## src/rtl/coal_pkg.sv

```systemverilog
package coal_pkg;

  typedef enum logic [1:0] {
    OP_HOLD  = 2'd0,
    OP_START = 2'd1,
    OP_ADD   = 2'd2,
    OP_CLEAR = 2'd3
  } pend_op_e;

endpackage

```

## src/rtl/coal_timer.sv

```systemverilog
module coal_timer #(
  parameter int TMO_W = 16
) (
  input  logic             clk,
  input  logic             rst_n,
  input  logic             tick,
  input  logic             restart,
  input  logic             active,
  input  logic [TMO_W-1:0] cfg_timeout,
  output logic             expired
);
  localparam logic [TMO_W-1:0] AGE_MAX = {TMO_W{1'b1}};

  logic [TMO_W-1:0] age;

  always_ff @(posedge clk) begin
    if (!rst_n) begin
      age <= '0;
    end else if (restart) begin
      age <= '0;
    end else if (active && tick && age != AGE_MAX) begin
      age <= age + 1'b1;
    end
  end

  assign expired = active && (age > cfg_timeout);
endmodule

```

## src/rtl/coal_pending.sv

```systemverilog
module coal_pending
  import coal_pkg::*;
#(
  parameter int QW    = 7,
  parameter int GSH   = 3,
  parameter int CNT_W = 8
) (
  input  logic              clk,
  input  logic              rst_n,
  input  pend_op_e          op,
  input  logic [QW-1:0]     q,
  output logic              pending,
  output logic [CNT_W-1:0]  cnt,
  output logic [QW-GSH-1:0] grp,
  output logic [QW-1:0]     last_q
);
  always_ff @(posedge clk) begin
    if (!rst_n) begin
      pending <= 1'b0;
      cnt     <= '0;
      grp     <= '0;
      last_q  <= '0;
    end else begin
      unique case (op)
        OP_START: begin
          pending <= 1'b1;
          cnt     <= CNT_W'(1);
          grp     <= q[QW-1:GSH];
          last_q  <= q;
        end
        OP_ADD: begin
          cnt    <= cnt + 1'b1;
          last_q <= q;
        end
        OP_CLEAR: begin
          pending <= 1'b0;
          cnt     <= '0;
        end
        default: ;
      endcase
    end
  end
endmodule

```

## src/rtl/coal_decide.sv

```systemverilog
module coal_decide
  import coal_pkg::*;
#(
  parameter int NQ    = 128,
  parameter int QW    = 7,
  parameter int GSH   = 3,
  parameter int CNT_W = 8
) (
  input  logic              pending,
  input  logic [CNT_W-1:0]  pend_cnt,
  input  logic [QW-GSH-1:0] pend_grp,
  input  logic [QW-1:0]     last_q,
  input  logic              tmo_expired,
  input  logic              rep_valid,
  input  logic [QW-1:0]     rep_queue,
  input  logic [NQ-1:0]     cfg_coal_en,
  input  logic [CNT_W-1:0]  cfg_depth,
  output logic              rep_ready,
  output pend_op_e          op,
  output logic              flush,
  output logic [CNT_W-1:0]  flush_cnt,
  output logic [QW-1:0]     flush_q
);
  logic             solo;
  logic             conflict;
  logic [CNT_W-1:0] depth_eff;
  logic [CNT_W-1:0] grown;

  assign solo      = !cfg_coal_en[rep_queue];
  assign conflict  = pending && rep_valid && ((rep_queue[QW-1:GSH] != pend_grp) || solo);
  assign depth_eff = (cfg_depth == '0) ? CNT_W'(1) : cfg_depth;
  assign grown     = pending ? pend_cnt + 1'b1 : CNT_W'(1);

  always_comb begin
    rep_ready = 1'b1;
    op        = OP_HOLD;
    flush     = 1'b0;
    flush_cnt = pend_cnt;
    flush_q   = last_q;
    if (tmo_expired || conflict) begin
      rep_ready = 1'b0;
      op        = OP_CLEAR;
      flush     = 1'b1;
    end else if (rep_valid) begin
      if (solo) begin
        flush     = 1'b1;
        flush_cnt = CNT_W'(1);
        flush_q   = rep_queue;
      end else if (grown >= depth_eff) begin
        op        = OP_CLEAR;
        flush     = 1'b1;
        flush_cnt = grown;
        flush_q   = rep_queue;
      end else begin
        op = pending ? OP_ADD : OP_START;
      end
    end
  end
endmodule

```

## src/rtl/reply_coalescer.sv

```systemverilog
module reply_coalescer
  import coal_pkg::*;
#(
  parameter int NUM_QUEUES = 128,
  parameter int GROUP_SIZE = 8,
  parameter int CNT_W      = 8,
  parameter int TMO_W      = 16
) (
  input  logic                         clk,
  input  logic                         rst_n,
  input  logic                         tick,
  input  logic [CNT_W-1:0]             cfg_depth,
  input  logic [TMO_W-1:0]             cfg_timeout,
  input  logic [NUM_QUEUES-1:0]        cfg_coal_en,
  input  logic                         rep_valid,
  output logic                         rep_ready,
  input  logic [$clog2(NUM_QUEUES)-1:0] rep_queue,
  output logic                         irq_valid,
  output logic [$clog2(NUM_QUEUES)-1:0] irq_queue,
  output logic [CNT_W-1:0]             irq_count
);
  localparam int QW  = $clog2(NUM_QUEUES);
  localparam int GSH = $clog2(GROUP_SIZE);
  localparam int GW  = QW - GSH;

  pend_op_e         op;
  logic             pending;
  logic [CNT_W-1:0] pend_cnt;
  logic [GW-1:0]    pend_grp;
  logic [QW-1:0]    last_q;
  logic             tmo_expired;
  logic             flush;
  logic [CNT_W-1:0] flush_cnt;
  logic [QW-1:0]    flush_q;

  coal_pending #(.QW(QW), .GSH(GSH), .CNT_W(CNT_W)) u_pending (
    .clk    (clk),
    .rst_n  (rst_n),
    .op     (op),
    .q      (rep_queue),
    .pending(pending),
    .cnt    (pend_cnt),
    .grp    (pend_grp),
    .last_q (last_q)
  );

  coal_timer #(.TMO_W(TMO_W)) u_timer (
    .clk        (clk),
    .rst_n      (rst_n),
    .tick       (tick),
    .restart    (op == OP_START),
    .active     (pending),
    .cfg_timeout(cfg_timeout),
    .expired    (tmo_expired)
  );

  coal_decide #(.NQ(NUM_QUEUES), .QW(QW), .GSH(GSH), .CNT_W(CNT_W)) u_decide (
    .pending    (pending),
    .pend_cnt   (pend_cnt),
    .pend_grp   (pend_grp),
    .last_q     (last_q),
    .tmo_expired(tmo_expired),
    .rep_valid  (rep_valid),
    .rep_queue  (rep_queue),
    .cfg_coal_en(cfg_coal_en),
    .cfg_depth  (cfg_depth),
    .rep_ready  (rep_ready),
    .op         (op),
    .flush      (flush),
    .flush_cnt  (flush_cnt),
    .flush_q    (flush_q)
  );

  always_ff @(posedge clk) begin
    if (!rst_n) begin
      irq_valid <= 1'b0;
      irq_queue <= '0;
      irq_count <= '0;
    end else begin
      irq_valid <= flush;
      if (flush) begin
        irq_queue <= flush_q;
        irq_count <= flush_cnt;
      end
    end
  end
endmodule

```

## config.mk

```make
export PLATFORM = sky130hd
export DESIGN_NAME = reply_coalescer
export DESIGN_NICKNAME = d
export VERILOG_FILES = /design/src/rtl/coal_pkg.sv /design/src/rtl/coal_timer.sv /design/src/rtl/coal_pending.sv /design/src/rtl/coal_decide.sv /design/src/rtl/reply_coalescer.sv
export SDC_FILE = /design/constraint.sdc
export NUM_CORES = 1
export LEC_CHECK = 0
export ABC_CLOCK_PERIOD_IN_PS = 11700
export BUFFER_PORTS_ARGS = -buffer_cell sky130_fd_sc_hd__buf_2
export CAP_MARGIN = 40
export CORE_ASPECT_RATIO = 1.1
export CORE_UTILIZATION = 53
export DETAILED_ROUTE_END_ITERATION = 6
export PLACE_DENSITY_LB_ADDON = 0.3
export REMOVE_ABC_BUFFERS = 1
export SLEW_MARGIN = 15
export SYNTH_ARGS = -nofsm -noshare
export SYNTH_HDL_FRONTEND = slang
export SYNTH_SLANG_ARGS = --single-unit
```

## constraint.sdc

```tcl
create_clock -name clk -period 11.7 [get_ports clk]
set_input_delay 0 -clock clk [delete_from_list [all_inputs] [get_ports clk]]
set_output_delay 0 -clock clk [all_outputs]
set_load 0.02 [all_outputs]
```

Yosys cells after proc, flatten, opt, wreduce, memory -nomap -nowiden
Index checks and enable logic that the tools add are counted.
- flip-flop bits (word level): 52
- bits of input ports: 163
- output and inout bits: 17
- logic and storage cells: 56
- add/subtract/negate cells: 2
- $lt $le $gt $ge: 3
- equal/unequal tests: 5
- multiplexer cells: 24
- bitwise logic cells: 1
- reductions and logical operators: 13
- operators by type and width (kind ; number):
    $mux 8 ; 6
    $mux 7 ; 4
    $pmux 8 s3 ; 1
    $add 16x1->16 const B ; 1
    $gt 16x16->1 ; 1
    $ne 16x16->1 const B ; 1
    $mux 2 ; 5
    $add 8x1->8 const B ; 1
    $ge 8x8->1 ; 1
    $logic_not 8->1 ; 1
    $lt 7x8->1 const B ; 1
    $bmux 1 s7 ; 1
    $mux 1 ; 6
    $logic_and 1x1->1 ; 5
    $eq 2x2->1 const B ; 2
    $ne 4x4->1 ; 1
    $reduce_or 2->1 ; 2
    $reduce_bool 3->1 ; 1
    $eq 2x1->1 const B ; 1
    $logic_or 1x1->1 ; 2
    $pmux 1 s2 ; 1
    $reduce_bool 2->1 ; 1
    $logic_not 1->1 ; 1
    $not 1->1 ; 1

Depth between registers and ports, before layout
Gate-level depths: netlist of run 1.
- depth in word-level cells: 9
- mapped depth: 20
- depth with buffers taken out: 18

By module
A second synthesis of run 1 with hierarchy kept.
- cell total of the unflattened synthesis: 471
- area total of the unflattened synthesis: 4515.6 µm²
- by module, submodules not included (module ; times used ; cells each ; area an instance (µm²) ; sequential area each (µm²)):
    coal_decide ; 1 ; 190 ; 1810.5 ; 0.0
    coal_timer ; 1 ; 148 ; 1232.4 ; 320.3
    coal_pending ; 1 ; 82 ; 859.6 ; 400.4
    reply_coalescer ; 1 ; 51 ; 613.1 ; 320.3

Worst setup path after synthesis of run 1
OpenSTA, ideal clock, no wires.
- kind: reg2reg
- start point: reg u_pending.cnt[0]
- end point: reg u_pending.cnt[5]
- arrival: 3684 ps
- data required time: 11630 ps
- setup slack: 7946 ps
- cell stages (with the launch flop): 18
- path buffers: 1
- period minus slack after synthesis: 3754 ps
- path through: dfxtp_1 -> ha_1 -> nand3_1 -> nor2_1 -> xnor2_1 -> nor2b_1 -> ha_1 -> or2_2 -> a21oi_1 -> or2_2 -> clkbuf_1 -> nand2_1 -> a21oi_1 -> ha_1 -> inv_1 -> or2_4 -> or3_1 -> a21oi_1
- cells in the longest elaborated chain, start to end: 9
- ends and longest elaborated chain (what ; RTL line ; source):
    start, declared ; coal_pending.sv:13 ; output logic [CNT_W-1:0] cnt,
    start signal, assigned ; coal_pending.sv:32 ; cnt <= cnt + 1'b1;
    $add 8x1->8 (*) ; coal_pending.sv:32, coal_decide.sv:32 ;
    $mux 8 ; coal_decide.sv:32 ; assign grown = pending ? pend_cnt + 1'b1 : CNT_W'(1);
    $ge 8x8->1 ; coal_decide.sv:49 ; end else if (grown >= depth_eff) begin
    $mux 2 ; coal_decide.sv:49 ;
    $mux 2 ; coal_decide.sv:45 ; if (solo) begin
    $mux 2 ; coal_decide.sv:44 ; end else if (rep_valid) begin
    $mux 2 ; coal_decide.sv:40 ; if (tmo_expired || conflict) begin
    $eq 2x2->1 / $eq 2x1->1 (equally long branches) ; coal_pending.sv:24 ; unique case (op)
    $pmux 8 s3 / $reduce_bool 3->1 (equally long branches) ; n/a ;
Mark *: on every way between the ends. The rest lies on a longest branch, timed or not.
A chain may end at the register's enable or synchronous reset.

Worst setup path after layout of run 1
Ends and elaborated chain as after synthesis.

==> metrics.md, run 1 <==
| Metric | Value |
|---|---|
| Status | `completed` |
| Initial antenna violation count | `1` |
| Setup TNS after final layout | `0 ns` |
| Share of layout cells above drive strength 1 | `between 30 and 40%` |
| Top-area cell type share of the netlist area | `roughly a quarter` |
| Total track usage | `27.05%` |
| Final setup vio count | `0` |
| DP Worst Slack | `7.630 ns` |
| Pwr dens | `just under 90 nW/um2` |
| Top cells by area, synth | `dfxtp_1 24%, mux4_2 9.7%, ha_1 7.9%` |
| First-pass GRT wire length | `approximately 19000 um` |
| Post-Synth Adder-Cell Area | `around 7.9%` |
| Max-slew headroom | `between 40% and 50%` |
| Syn Area/Cell | `9.411 um2` |
| CTS tree | `built` |
| Post-CTS setup buffers | `0` |
| Largest net degree at the start of global routing | `35` |
| CP Data Required Time | `11.95 ns` |
| Max Cap Viol | `0` |
| Area of the core | `about 8000 um2` |
| Hpwl dp | `between 9000 and 10000 um` |
| Critical path class | `reg -> reg` |
| Vias in the first global route | `roughly 4200` |
| # rows | `34` |
| Drt total wl | `11550 um` |
| Type of the most critical hold path | `in -> reg` |
| Post-route DRC violation count | `0` |
| Tmin final | `between 4 and 5 ns` |
| # hold bufs at CTS | `0` |
| YS warnings | `0` |
| CTS sink count | `52` |
| Final Cycle Share | `between 30% and 40%` |
| Fillers | `around 700` |
| DIE AREA | `8715 um2` |
| Mux share of post-synthesis cell area | `20.34%` |
| Antenna-violating nets left | `0` |
| Power consumption | `0.0004689 W` |
| Syn-to-layout area delta | `21.19%` |
| Synth async-reset ratio | `0%` |
| Worst setup EP type | `flip-flop` |
| Clk buf depth | `2` |
| Synth Area in Compound Gates | `a little under a fifth` |
| H-tree Lvls | `2` |
| RSZ-0062 raised after global routing | `no` |
| Initial Util | `roughly 55%` |
| Yosys reg bits | `52` |
| Number of port buffers | `around 180` |
| Commonest cells in the netlist | `52 x dfxtp_1, 47 x nor2_1, 38 x inv_1` |
| Post-synth EDFFs | `0` |
| Die X | `89.10 um` |
| Synth unique cells | `69` |
| Dpl cells | `between 700 and 800` |
| Final cell count without fillers | `between 700 and 800` |
| CTS buffer count | `5` |
| Via density | `5.820` |
| Final Hold Viols | `0` |
| Max FO, Critical Path | `7` |
| TritonRoute pass-1 iters | `5` |
| Combinational family with the most area after synthesis | `multiplexers` |
| Main synth FF type | `dfxtp_1` |
| Leakage | `2.478 nW` |
| Count leader, synth | `dfxtp_1` |
| Gate Count Post-Synth | `470` |
| Final WS setup | `7.556 ns` |
| Synthesized cell area | `approximately 4400 um2` |
| Post-CTS sizing | `0` |
| Multi-input logic area | `2970 um2` |
| Worst Max-Slew Pin Slew | `0.8603 ns` |
| Area leader, netlist | `dfxtp_1` |
| WL per Instance | `15.63 um` |
| Final Max Slew Viols | `0` |
| FF+latch area | `1041 um2` |
| Io pins | `180` |
| Routed via count | `4301` |
| Seq/Total Area, Yosys | `23.54%` |
| Clk_skew | `0.01128 ns` |
| Max IR drop VDD | `just under 0.00005 V` |
| Initial drt markers | `between 150 and 200` |
| Critical path startpoint category | `flip-flop` |
| FMAX | `241.3 MHz` |
| Clock-pin slew on the worst setup and hold paths | `0.10 ns` |
| Xor and xnor area share after synthesis | `under 10%` |
| Fin nets | `820` |
| GRT overflow | `0` |
| Die Height | `97.81 um` |
| Clk root buf | `clkbuf_8` |
| WHS | `0.05472 ns` |
| Simple-gate share of the synthesized area | `between 10% and 20%` |
| Critical Path AT | `4.40 ns` |
| Skew-Pair Late Insertion Delay | `0.31 ns` |
| Placer Congestion | `0.8875` |
==> through the flow <==
stage	utilization, %	area, um2
detailed placement	65.47	5236
global placement	64.88	5189
floorplan	-	4158
CTS	66.99	5358
global route	67.02	5360
finish	67.02	5360
==> routing by layer <==
metal,part of all wire (%),track usage (%),vias to the layer above
met2,53,49.68,170
met3,4.7,3.381,32
met5,0,0,-
met1,39,29.86,2016
li1,-,-,2083
met4,3.5,13.31,0
==> logic make-up (layout without fill, tap and decap cells) <==
group / after synthesis / in the layout
AO/OA/AOI/OAI: 106 / 106
XOR/XNOR: 20 / 20
adder cells (fa/ha/maj): 28 / 28
buffers and inverters: 68 / 228
flip-flops: 52 / 52
multiplexers: 45 / 45
other: 0 / 1
AND/OR/NAND/NOR: 151 / 151
==> cell usage in the layout (no fill, tap or decap), types with 5 or more instances in the layout <==
cell type | Yosys | routed
nor2_1 | 47 | 47
o221ai_1 | 5 | 5
a221o_1 | 7 | 7
o21ai_0 | 11 | 11
nor3_1 | 13 | 13
buf_2 | 2 | 179
mux4_1 | 13 | 13
mux4_2 | 19 | 19
nand2_1 | 27 | 27
nand4_1 | 5 | 5
and2_1 | 5 | 5
mux2i_1 | 13 | 13
ha_1 | 28 | 28
inv_1 | 38 | 38
nand3_1 | 15 | 15
o2bb2ai_1 | 6 | 6
xnor2_1 | 12 | 12
xor2_1 | 8 | 8
a21oi_1 | 26 | 26
dfxtp_1 | 52 | 52
nor2b_1 | 6 | 6
o31ai_1 | 5 | 5
and3_1 | 10 | 10
clkbuf_8 | 6 | 6
nand2b_1 | 8 | 8
o22ai_1 | 6 | 6
==> cell type report <==
type                            count  area share (%)
Inverter                           39           2.731
Clock buffer                        6           1.541
Antenna cell                        1         0.04669
Clock inverter                      2          0.7236
Timing Repair Buffer              181           17.60
Tap cell                          108           2.521
Sequential cell                    52           19.42
Multi-Input combinational cell    350           55.42
==> path summary, 6_finish.rpt <==
check	start	end	slack (ns)	depth (start not counted)
hold reg to reg	irq_count[5]	irq_count[5]	0.45	2
setup / recovery	u_pending.cnt[0]	u_pending.cnt[5]	7.56	16
hold / removal	rst_n	u_pending.cnt[3]	0.05	2
setup reg to reg	u_pending.cnt[0]	u_pending.cnt[5]	7.56	16
==> worst max-delay path: stages (launching register included) <==
cell,delay (ns)
dfxtp_1,0.44
ha_1,0.25
nand3_1,0.21
nor2_1,0.18
xnor2_1,0.19
nor2b_1,0.09
ha_1,0.29
or2_2,0.29
a21oi_1,0.47
or2_2,0.29
nand2_1,0.07
a21oi_1,0.22
ha_1,0.24
inv_1,0.14
or2_4,0.29
or3_1,0.31
a21oi_1,0.13
==> flip-flops by register name, summed over array words and instances, names as in the netlist <==
| name | count |
|---|---|
| u_timer.age | 16 |
| irq_count | 8 |
| irq_valid | 1 |
| u_pending.last_q | 7 |
| u_pending.grp | 4 |
| u_pending.pending | 1 |
| irq_queue | 7 |
| u_pending.cnt | 8 |
==> power by group <==
part	switching, W	internal, W	total (W)	leakage, nW
clock network	0.0000593	0.0000700	0.000129	0.0614
registers	0.00000831	0.000187	0.000196	0.422
logic	0.0000717	0.0000723	0.000144	1.99
total	0.000139	0.000329	0.000469	2.48
Note: power is estimated with default switching activity, not from simulation.
==> run 2, diff against run 1 <==
- ABC_CLOCK_PERIOD_IN_PS: 11700 -> 4300
- CORE_UTILIZATION: 53 -> 50
- clock period: 11.7 -> 4.3 ns (I/O delays scaled with it)
==> metrics.md, run 2 (synthesized netlist as in run 1, its figures left out) <==
| Metric | Value |
|---|---|
| Slowest Stage Delay on Critical Path | `between 0.4 and 0.5 ns` |
| Post-CTS setup buffers | `0` |
| Die Height | `100.6 um` |
| Hold path cells | `2` |
| Switching Fraction | `between 30 and 40%` |
| Cell internal pwr | `0.0008260 W` |
| Max-slew headroom | `51.21%` |
| Final Hold Viols | `0` |
| Cell family with most CP delay | `simple AND/OR/NAND/NOR gates` |
| Ant. Diodes | `0` |
| CTS sink count | `52` |
| Number of port buffers | `179` |
| Io pins | `180` |
| CP bufs+invs | `2` |
| Final setup vio count | `0` |
| # rows | `35` |
| Largest net degree at the start of global routing | `35` |
| Clk root buf | `clkbuf_8` |
| First-pass GRT wire length | `around 19000 um` |
| Skew-Pair Late Insertion Delay | `between 0.3 and 0.4 ns` |
| Tmin final | `between 3 and 4 ns` |
| Initial Util | `52.06%` |
| Reg2reg path depth | `17` |
| Hold Startpoint | `rst_n` |
| Clk buf depth | `2` |
| Leakage | `2.471 nW` |
| TritonRoute pass-1 iters | `5` |
| Flop pwr share | `a little over two fifths` |
| Register name with the most flops | `u_timer.age` |
| Critical path class | `reg -> reg` |
| Placer Congestion | `~0.88` |
| CTS tree | `built` |
| Post-CTS sizing | `0` |
| Area of the core | `8496 um2` |
| Antenna-violating nets left | `0` |
| Power consumption | `0.001222 W` |
| Total track usage | `25.71%` |
| Syn-to-layout area delta | `20.96%` |
| FMAX | `around 260 MHz` |
| Max reg flops | `16` |
| Worst Max-Slew Pin Slew | `between 0.7 and 0.8 ns` |
| Sink of the worst hold path | `u_pending.cnt[4]` |
| Met2 Use GR | `between 50% and 60%` |
| Via density | `5.741` |
| CTS buffer count | `5` |
| Share of layout cells above drive strength 1 | `36.28%` |
| Slowest CP cell | `dfxtp_1` |
| Fillers | `around 740` |
| Clock-pin slew on the worst setup and hold paths | `0.10 ns` |
| CP Data Required Time | `4.55 ns` |
| DIE AREA | `9227 um2` |
| Largest regs | `u_timer.age x16, irq_count x8, u_pending.cnt x8` |
| R2R Setup Slk | `approximately 0.43 ns` |
| Final core utilization | `62.98%` |
| Commonest non-fill, non-tap cell in the layout | `buf_2` |
| Switching pwr | `0.0003964 W` |
| Crit-path cells | `ha_1 > nand3_1 > nor2_1 > xnor2_1 > nor2b_1 > ha_1 > or2_2 > a21oi_1 > buf_4 > or2_2 > nand2_1 > a21oi_1 > ha_1 > inv_1 > or2_4 > or3_1 > a21oi_1` |
| WHS | `slightly below 0.04 ns` |
| Critical Path AT | `~4.1 ns` |
| Pwr dens | `228.5 nW/um2` |
| GRT overflow | `0` |
| FF-to-FF End | `u_pending.cnt[5]` |
| Final Cycle Share | `90.02%` |
| Max FO, Critical Path | `7` |
| Die X | `91.68 um` |
| Setup TNS after final layout | `0 ns` |
| Status | `completed` |
| Vias in the first global route | `~4200` |
| Final cell count without fillers | `745` |
| Clock power share | `23.7%` |
| Clk_skew | `0.009600 ns` |
| Initial drt markers | `176` |
| Fin nets | `824` |
| Final Max Slew Viols | `0` |
| GR peak layer | `met2` |
| Post-route DRC violation count | `0` |
| Worst setup EP type | `flip-flop` |
| WL per Instance | `~16 um` |
| Critical R2R Launch | `u_pending.cnt[0]` |
| Most frequent cells in the layout | `179 x buf_2, 52 x dfxtp_1, 47 x nor2_1` |
| Routing usage on met3 | `under 10%` |
| RSZ-0062 raised after global routing | `no` |
| Power share of the combinational group | `32.9%` |
| Max Cap Viol | `0` |
| # hold bufs at CTS | `0` |
| Hpwl dp | `9732 um` |
| Max IR drop VDD | `~0.00012 V` |
| Drt total wl | `11830 um` |
| Initial antenna violation count | `0` |
| Critical path startpoint category | `flip-flop` |
| Met1 Use GR | `29.18%` |
| Dpl cells | `737` |
| H-tree Lvls | `2` |
| Type of the most critical hold path | `in -> reg` |
| Routed via count | `approximately 4300` |
[run 2: worst max path at each step]
stage                     startpoint               end  slack [ns]  cells after the start
finish              u_pending.cnt[0]  u_pending.cnt[5]        0.43                     17
global route        u_pending.cnt[0]  u_pending.cnt[5]        0.13                     17
CTS                 u_pending.cnt[0]  u_pending.cnt[5]        0.48                     17
detailed placement  u_pending.cnt[0]  u_pending.cnt[5]        0.51                     17
global placement    u_pending.cnt[0]  u_pending.cnt[5]        0.60                     17
floorplan           u_pending.cnt[0]  u_pending.cnt[5]        0.67                     16
[run 2: area by class of cell]
class	count	area [um2]	share of cell area, %
multi-input cells	350	2970	55.52
well taps	111	138.9	2.596
inverters	39	146.4	2.736
repair buffers	185	960.9	17.96
clock inverters	3	23.77	0.4443
flip-flops and latches	52	1041	19.46
clock buffers	5	68.82	1.286
[run 2: power groups by stage]
stage | Combinational [W] | Clock (W) | Sequential (W)
after CTS | 0.000403 | 0.000293 | 0.000530
final | 0.000402 | 0.000290 | 0.000530
after global placement | 0.000391 | 0 | 0.000539
after global routing | 0.000438 | 0.000317 | 0.000534
after floorplan | 0.000223 | 0 | 0.000550
after detailed placement | 0.000401 | 0 | 0.000541
[run 2: routing by layer]
layer,vias to the layer above,share of wire (%)
met5,-,0
met4,0,1.3
met3,11,5.4
met2,183,54
met1,2000,40
li1,2083,-
[run 2: per-stage QoR]
step           area (um2)  setup WS, ns
2_1_floorplan        4158        0.6698
3_3_place_gp         5243        0.6028
3_5_place_dp         5258        0.5055
4_1_cts              5350        0.4759
5_1_grt              5350        0.1286
6_report             5350        0.4292
